--- src/rtl/rng_pkg.sv ---
package rng_pkg;
  // Default register width and its primitive feedback taps (0-indexed bits 63,62,60,59)
  localparam int unsigned DEF_WIDTH = 64;
  localparam logic [63:0] DEF_TAPS  = 64'hD800_0000_0000_0000;
endpackage

--- src/rtl/rng_shift_core.sv ---
module rng_shift_core #(
  parameter int unsigned W = 64,
  parameter logic [W-1:0] TAP_MASK = W'(64'hD800_0000_0000_0000)
) (
  input  logic         clk,
  input  logic         rst,
  input  logic         en,
  input  logic         seed_load,
  input  logic [W-1:0] seed_val,
  output logic [W-1:0] state_q,
  output logic [W-1:0] state_step
);
  localparam logic [W-1:0] ONE = W'(1);

  logic [W-1:0] tap_bits;
  logic         fb;
  logic [W-1:0] seed_fix;

  // Tap selection built per bit; a zero mask bit drops that position
  for (genvar i = 0; i < W; i++) begin : g_tap
    if (TAP_MASK[i]) begin : g_on
      assign tap_bits[i] = state_q[i];
    end else begin : g_off
      assign tap_bits[i] = 1'b0;
    end
  end

  assign fb         = ^tap_bits;
  assign state_step = {state_q[W-2:0], fb};
  assign seed_fix   = (seed_val == '0) ? ONE : seed_val;

  always_ff @(posedge clk) begin
    if (rst) begin
      state_q <= ONE;
    end else if (seed_load) begin
      state_q <= seed_fix;
    end else if (en) begin
      state_q <= state_step;
    end
  end
endmodule

--- src/rtl/rng_step_ctr.sv ---
module rng_step_ctr #(
  parameter int unsigned W = 64,
  localparam int unsigned CW = (W > 2) ? $clog2(W) : 1
) (
  input  logic          clk,
  input  logic          rst,
  input  logic          en,
  input  logic          seed_load,
  output logic [CW-1:0] cnt_q,
  output logic          wrap
);
  localparam logic [CW-1:0] LAST = CW'(W - 1);

  assign wrap = en && !seed_load && (cnt_q == LAST);

  always_ff @(posedge clk) begin
    if (rst || seed_load) begin
      cnt_q <= '0;
    end else if (en) begin
      cnt_q <= wrap ? '0 : cnt_q + CW'(1);
    end
  end
endmodule

--- src/rtl/rng_word_reg.sv ---
module rng_word_reg #(
  parameter int unsigned W = 64
) (
  input  logic         clk,
  input  logic         rst,
  input  logic         capture,
  input  logic [W-1:0] word_in,
  output logic [W-1:0] word_q,
  output logic         valid_q
);
  always_ff @(posedge clk) begin
    if (rst) begin
      word_q  <= '0;
      valid_q <= 1'b0;
    end else begin
      valid_q <= capture;
      if (capture) begin
        word_q <= word_in;
      end
    end
  end
endmodule

--- src/rtl/rng_word_gen.sv ---
module rng_word_gen #(
  parameter int unsigned WIDTH = rng_pkg::DEF_WIDTH,
  parameter logic [WIDTH-1:0] TAP_MASK = WIDTH'(rng_pkg::DEF_TAPS),
  localparam int unsigned CW = (WIDTH > 2) ? $clog2(WIDTH) : 1
) (
  input  logic             clk,
  input  logic             rst,
  input  logic             en,
  input  logic             seed_load,
  input  logic [WIDTH-1:0] seed_val,
  output logic [WIDTH-1:0] word_out,
  output logic             word_valid
);
  logic [WIDTH-1:0] lfsr_q;
  logic [WIDTH-1:0] lfsr_step;
  logic [CW-1:0]    step_cnt;
  logic             word_due;

  rng_shift_core #(.W(WIDTH), .TAP_MASK(TAP_MASK)) u_core (
    .clk(clk), .rst(rst), .en(en), .seed_load(seed_load), .seed_val(seed_val),
    .state_q(lfsr_q), .state_step(lfsr_step)
  );

  rng_step_ctr #(.W(WIDTH)) u_ctr (
    .clk(clk), .rst(rst), .en(en), .seed_load(seed_load),
    .cnt_q(step_cnt), .wrap(word_due)
  );

  rng_word_reg #(.W(WIDTH)) u_out (
    .clk(clk), .rst(rst), .capture(word_due), .word_in(lfsr_step),
    .word_q(word_out), .valid_q(word_valid)
  );
endmodule

--- config.mk ---
export PLATFORM = sky130hd
export DESIGN_NAME = rng_word_gen
export DESIGN_NICKNAME = d
export VERILOG_FILES = /design/src/rtl/rng_pkg.sv /design/src/rtl/rng_shift_core.sv /design/src/rtl/rng_step_ctr.sv /design/src/rtl/rng_word_reg.sv /design/src/rtl/rng_word_gen.sv
export SDC_FILE = /design/constraint.sdc
export NUM_CORES = 1
export LEC_CHECK = 0
export ABC_AREA = 1
export BUFFER_PORTS_ARGS = -buffer_cell sky130_fd_sc_hd__buf_2
export CORE_MARGIN = 8
export CORE_UTILIZATION = 48
export CTS_CLUSTER_SIZE = 30
export DETAILED_ROUTE_END_ITERATION = 10
export PLACE_DENSITY = 0.82
export SYNTH_ARGS = -nofsm -noshare
export SYNTH_HDL_FRONTEND = slang
export SYNTH_SLANG_ARGS = --single-unit
--- constraint.sdc ---
create_clock -name clk -period 1.43 [get_ports clk]
set_input_delay 0.286 -clock clk [delete_from_list [all_inputs] [get_ports clk]]
set_output_delay 0.286 -clock clk [all_outputs]
set_load 0.03 [all_outputs]
======== After elaboration in Yosys (flattened, before gate mapping) ========
Index checks and enable logic that the tools add are counted.
operators by class
  add/subtract/negate cells ............... 1
  equality and inequality tests ........... 1
  muxes and demuxes ....................... 4
  reduce and logical (&&, ||, !) cells .... 7
operators by type and width
  kind                                                            number
  64-bit two-way mux                                              3
  64-bit logical NOT                                              1
  64-bit XOR reduction                                            1
  6-bit by 1-bit adder with 6-bit output (second input constant)  1
  6-bit == test (second input constant)                           1
  6-bit two-way mux                                               1
  1-bit logical AND                                               2
  2-bit nonzero test                                              1
  1-bit logical NOT                                               1
  1-bit logical OR                                                1
storage, ports and cells
  bits in registers ....................... 135
  word-level logic and storage cells ...... 17

======== Depth between registers and ports, before layout ========
  word-level depth ........................ 4
  depth in mapped cells ................... 9
  gate-level depth less buffers ........... 9

======== By module ========
A second synthesis with hierarchy kept.
unflattened totals
  cell total of the unflattened synthesis .. 942
  area total of the unflattened synthesis .. 6635.1 um^2
by module, submodules not included
  module          instances  cells an instance  area each (um^2)  seq. area each (um^2)
  rng_shift_core  1          494                3701.0            1281.2
  rng_word_reg    1          408                2646.3            1301.2
  rng_step_ctr    1          40                 287.8             120.1

======== Worst setup path after synthesis ========
No wires, ideal clock.
  path kind ............................... reg2reg
  from .................................... reg u_ctr.cnt_q[0]
  to ...................................... reg u_out.word_q[35]
  library setup time ...................... 0.070 ns
  arrival time ............................ 1.283 ns
  data required time ...................... 1.360 ns
  slack ................................... 0.077 ns
  cell stages (with the launch flop) ...... 8
  cells stage by stage .................... dfxtp_1 -> ha_1 -> and3_1 -> nand2_1 -> inv_2 -> buf_2 -> buf_4 -> a21oi_1
on the way
  word-level cells in the longest chain between the ends .. 2
ends and longest elaborated chain
  item                    RTL line            RTL
  from (decl)             rng_step_ctr.sv:9   output logic [CW-1:0] cnt_q,
  from (signal assigned)  rng_step_ctr.sv:20  cnt_q <= wrap ? '0 : cnt_q + CW'(1);
  6-bit == test           rng_step_ctr.sv:14  assign wrap = en && !seed_load && (cnt_q == LAST);
  1-bit logical AND       rng_step_ctr.sv:14
  to (signal assigned)    rng_word_reg.sv:18  word_q <= word_in;
  to (decl)               rng_word_reg.sv:8   output logic [W-1:0] word_q,
No other way between the ends.
A chain may end at the register's enable or synchronous reset.

======== Final worst setup path ========
  from .................................... reg u_ctr.cnt_q[0]
  to ...................................... reg u_out.word_q[23]
Same word-level chain as after synthesis.

==> results.rst <==
.. list-table::
   :header-rows: 1

   * - Metric
     - Value
   * - Slowest cell on the critical path
     - sky130_fd_sc_hd__dfxtp_1
   * - DRC violations left
     - 0
   * - Total clock buffers created by CTS
     - 17
   * - #FFs+latches synth
     - 135
   * - Number of antenna violations at the first check in global routing
     - 0
   * - Launching element type of the critical path
     - flop
   * - Run status
     - complete, but fails checks
   * - Final worst-path setup slack
     - -0.0364 ns
   * - Total leakage power
     - 3.69 nW
   * - Met3 usage in global routing
     - 6.94%
   * - GR met2 Demand/Resource
     - 31.0%
   * - Sequential cell area fraction in the yosys report
     - 47.6%
   * - First-pass GRT wire length
     - 24.6 mm
   * - Library cell used as clock root buffer
     - sky130_fd_sc_hd__clkbuf_16
   * - Detailed Place HPWL
     - 9.80 mm
   * - Syn avg cell area
     - 6.97 sq um
   * - Startpoint-to-endpoint class of the critical path
     - reg -> reg
   * - Count of port buffers added during placement
     - 132
   * - Failing checks
     - negative setup slack
   * - Power density relative to cell area
     - 1280 mW/mm^2
   * - Post-layout net count
     - 1010
   * - Kind of path behind the tightest hold check
     - in -> reg
   * - Hold violation count in the final report
     - 0
   * - Syn nets
     - 883
   * - Final standard cell utilization of the core
     - 63.8%
   * - Vias in the first global route
     - 5276
   * - Overall die area
     - 0.0156 sq mm
   * - Worst Hold Slack
     - 0.0893 ns
   * - Source-to-sink clock delay at the later pin of the worst-skew pair
     - 0.41 ns
   * - Clock transition at path regs
     - 0.06 ns
   * - Via Count
     - 5451
   * - Maximum achievable frequency
     - 682 MHz
   * - Count of warnings emitted by yosys
     - 0
   * - Signal arrival time at the worst endpoint
     - 1.75 ns
   * - Slew HR
     - 77.4%
   * - Sw Ratio
     - 22.1%
   * - Cell types occupying the most area after synthesis
     - sky130_fd_sc_hd__dfxtp_1 (48%), sky130_fd_sc_hd__nand2_1 (16%), sky130_fd_sc_hd__inv_1 (7.6%)
   * - Wirelength, routed
     - 15.3 mm
   * - Post-route antenna net violation count
     - 0
   * - DP Worst Slack
     - -0.0341 ns
   * - Least-Margin Pin Slew
     - 0.339 ns
   * - Share of the cycle needed by the critical path after routing
     - 103%
   * - Fraction of power consumed by combinational cells
     - 7.2%
   * - Buffer levels on the longest clock path
     - 2
   * - Post-route minimum period
     - 1.47 ns
   * - Synthesis-to-layout area growth
     - 28.9%
   * - Largest net degree at the start of global routing
     - 73
   * - Die X
     - 125 um
   * - Layout cell share with drive strength beyond 1
     - 20.5%
   * - Required time worst endpoint
     - 1.72 ns
   * - All-layer global routing usage
     - 18.8%
   * - Yosys top cell by area
     - sky130_fd_sc_hd__dfxtp_1
   * - RSZ-0062 raised after global routing
     - true
   * - Maximum net fanout on the critical path
     - 9
   * - GR Overflow Total
     - 0
   * - Top-Level Pins
     - 133
   * - Crit-path max cell delay
     - 0.31 ns
   * - Count of pins over their slew limit
     - 0
   * - Final weighted congestion of routability-driven global placement
     - 0.814
   * - Max-cap check violation count
     - 0
   * - Placement Rows
     - 39
   * - Number of search-and-repair iterations in the first detailed-routing pass
     - 5
   * - Ordered list of cells on the worst path
     - ha_1, and3_4, nand2_4, inv_8, buf_12, o21ai_0, a21oi_1
   * - H-tree lvl count
     - 4
   * - GR met1 Demand/Resource
     - 22.0%
   * - Critical path buffer and inverter count
     - 2
   * - Violation count after the first detailed-route iteration
     - 446
   * - R2R Setup Slk
     - -0.04 ns
   * - Register share of total power
     - 41.9%
   * - Mean number of vias per cell
     - 4.97
   * - Starting Density
     - 49.5%
   * - Number of buffers inserted for hold repair after clock tree synthesis
     - 0
   * - Relative contribution of the clock network to total power
     - 50.9%
   * - Most used routing layer
     - met2
   * - Most common library cell in the layout ignoring fill and taps
     - sky130_fd_sc_hd__nand2_1
   * - Instance count of the mapped netlist
     - 814
   * - Mean routed wirelength per cell
     - 14.0 um
   * - Yosys cell types
     - 22
   * - Number of sinks handled by clock tree synthesis
     - 135
   * - Synthesized cell area
     - 0.00567 sq mm
   * - Most used cells in the layout excluding fill and tap cells
     - sky130_fd_sc_hd__nand2_1 (238), sky130_fd_sc_hd__dfxtp_1 (135), sky130_fd_sc_hd__buf_2 (132)
   * - Proportion of netlist area held by the largest area contributor
     - 47.6%
   * - Worst vdd ir
     - 1.02 mV
   * - Switching pwr
     - 2.08 mW
   * - Core Footprint
     - 0.0115 sq mm
   * - Antenna diodes
     - 0
   * - Die boundary height
     - 125 um
   * - Buffer count from post-CTS setup fixing
     - 0
   * - Crit path capture type
     - flop
   * - Clock skew
     - 0.00589 ns
   * - Setup-failing EPs final
     - 1
   * - Delay-heaviest family, CP
     - flip-flops
   * - Internal power consumption
     - 7.31 mW
   * - Clock tree from TritonCTS
     - yes
## cells in the mapped netlist
master,instances
sky130_fd_sc_hd__inv_1,115
sky130_fd_sc_hd__o21ai_0,64
sky130_fd_sc_hd__nand2_1,240
sky130_fd_sc_hd__dfxtp_1,135
sky130_fd_sc_hd__nor2_2,1
sky130_fd_sc_hd__ha_1,1
sky130_fd_sc_hd__inv_2,3
sky130_fd_sc_hd__a21oi_1,47
sky130_fd_sc_hd__nor2_1,87
sky130_fd_sc_hd__nor3b_1,2
sky130_fd_sc_hd__o221ai_1,2
sky130_fd_sc_hd__xnor2_1,2
sky130_fd_sc_hd__o211ai_1,43
sky130_fd_sc_hd__buf_1,5
sky130_fd_sc_hd__clkbuf_1,15
sky130_fd_sc_hd__nand4_1,1
sky130_fd_sc_hd__xor2_1,3
sky130_fd_sc_hd__and3_1,1
sky130_fd_sc_hd__buf_4,1
sky130_fd_sc_hd__nand3_1,20
sky130_fd_sc_hd__buf_2,25
sky130_fd_sc_hd__o31ai_1,1
## flip-flops by register name, indices dropped and copies added (netlist names)
| signal | flops |
|---|---|
| u_core.state_q | 64 |
| u_out.word_q | 64 |
| u_ctr.cnt_q | 6 |
| u_out.valid_q | 1 |
## through the flow
step,std cells,total power [mW],cell area [sq um],setup TNS [ns]
floorplan,814,4.42,5670,0
global placement,1061,4.67,6530,0
detailed placement,1061,4.67,6530,-0.0654
CTS,1094,9.46,7210,0
global route,1097,9.74,7320,-0.530
finish,1097,9.39,7320,-0.0364
## cell type report
type / count / area [sq um]
Tap cell: 143 / 179
Multi-Input combinational cell: 515 / 2350
Timing Repair Buffer: 154 / 973
Clock buffer: 19 / 453
Fill cell: 968 / 4150
Clock inverter: 13 / 201
Inverter: 118 / 452
Sequential cell: 135 / 2700
## metal layers
metal | share of wire (%) | up-vias | wire [um]
li1 | - | 2795 | -
met1 | 43 | 2475 | 6590
met2 | 49 | 168 | 7520
met3 | 7.1 | 13 | 1080
met4 | 0.80 | 0 | 123
met5 | 0 | - | 0
## power groups by stage
stage	combinational [mW]	clock [mW]	sequential, mW
after floorplan	0.419	0	4.00
after global placement	0.656	0	4.01
after detailed placement	0.662	0	4.01
after CTS	0.669	4.86	3.93
after global routing	0.763	5.03	3.94
final	0.673	4.78	3.93
## cells by family (layout without fill, tap and decap cells)
kind of cell	Yosys count	in the layout	synth area share [%]
AOI/OAI and AO/OA	157	157	15.9
DFF	135	135	47.6
buffers and inverters	164	304	11.5
adders and majority gates	1	1	0.220
and+or+nand+nor	352	352	24.0
xor gates and xnor gates	5	5	0.772
## path summary, 6_finish.rpt
| kind | end | from | cells after the start |
|---|---|---|---|
| setup / recovery | u_out.word_q[23] | u_ctr.cnt_q[0] | 7 |
| hold / removal | u_out.valid_q | rst | 2 |
| setup reg to reg | u_out.word_q[23] | u_ctr.cnt_q[0] | 7 |
| hold reg to reg | u_out.word_q[14] | u_core.state_q[13] | 2 |
## what timing repair did
item                                    4_1_cts  5_1_grt
gates cloned                                  1        3
resized for setup                             7       15
pin swaps                                     0        0
endpoints found under the setup margin        8       41
Note: power is estimated with default switching activity, not from simulation.
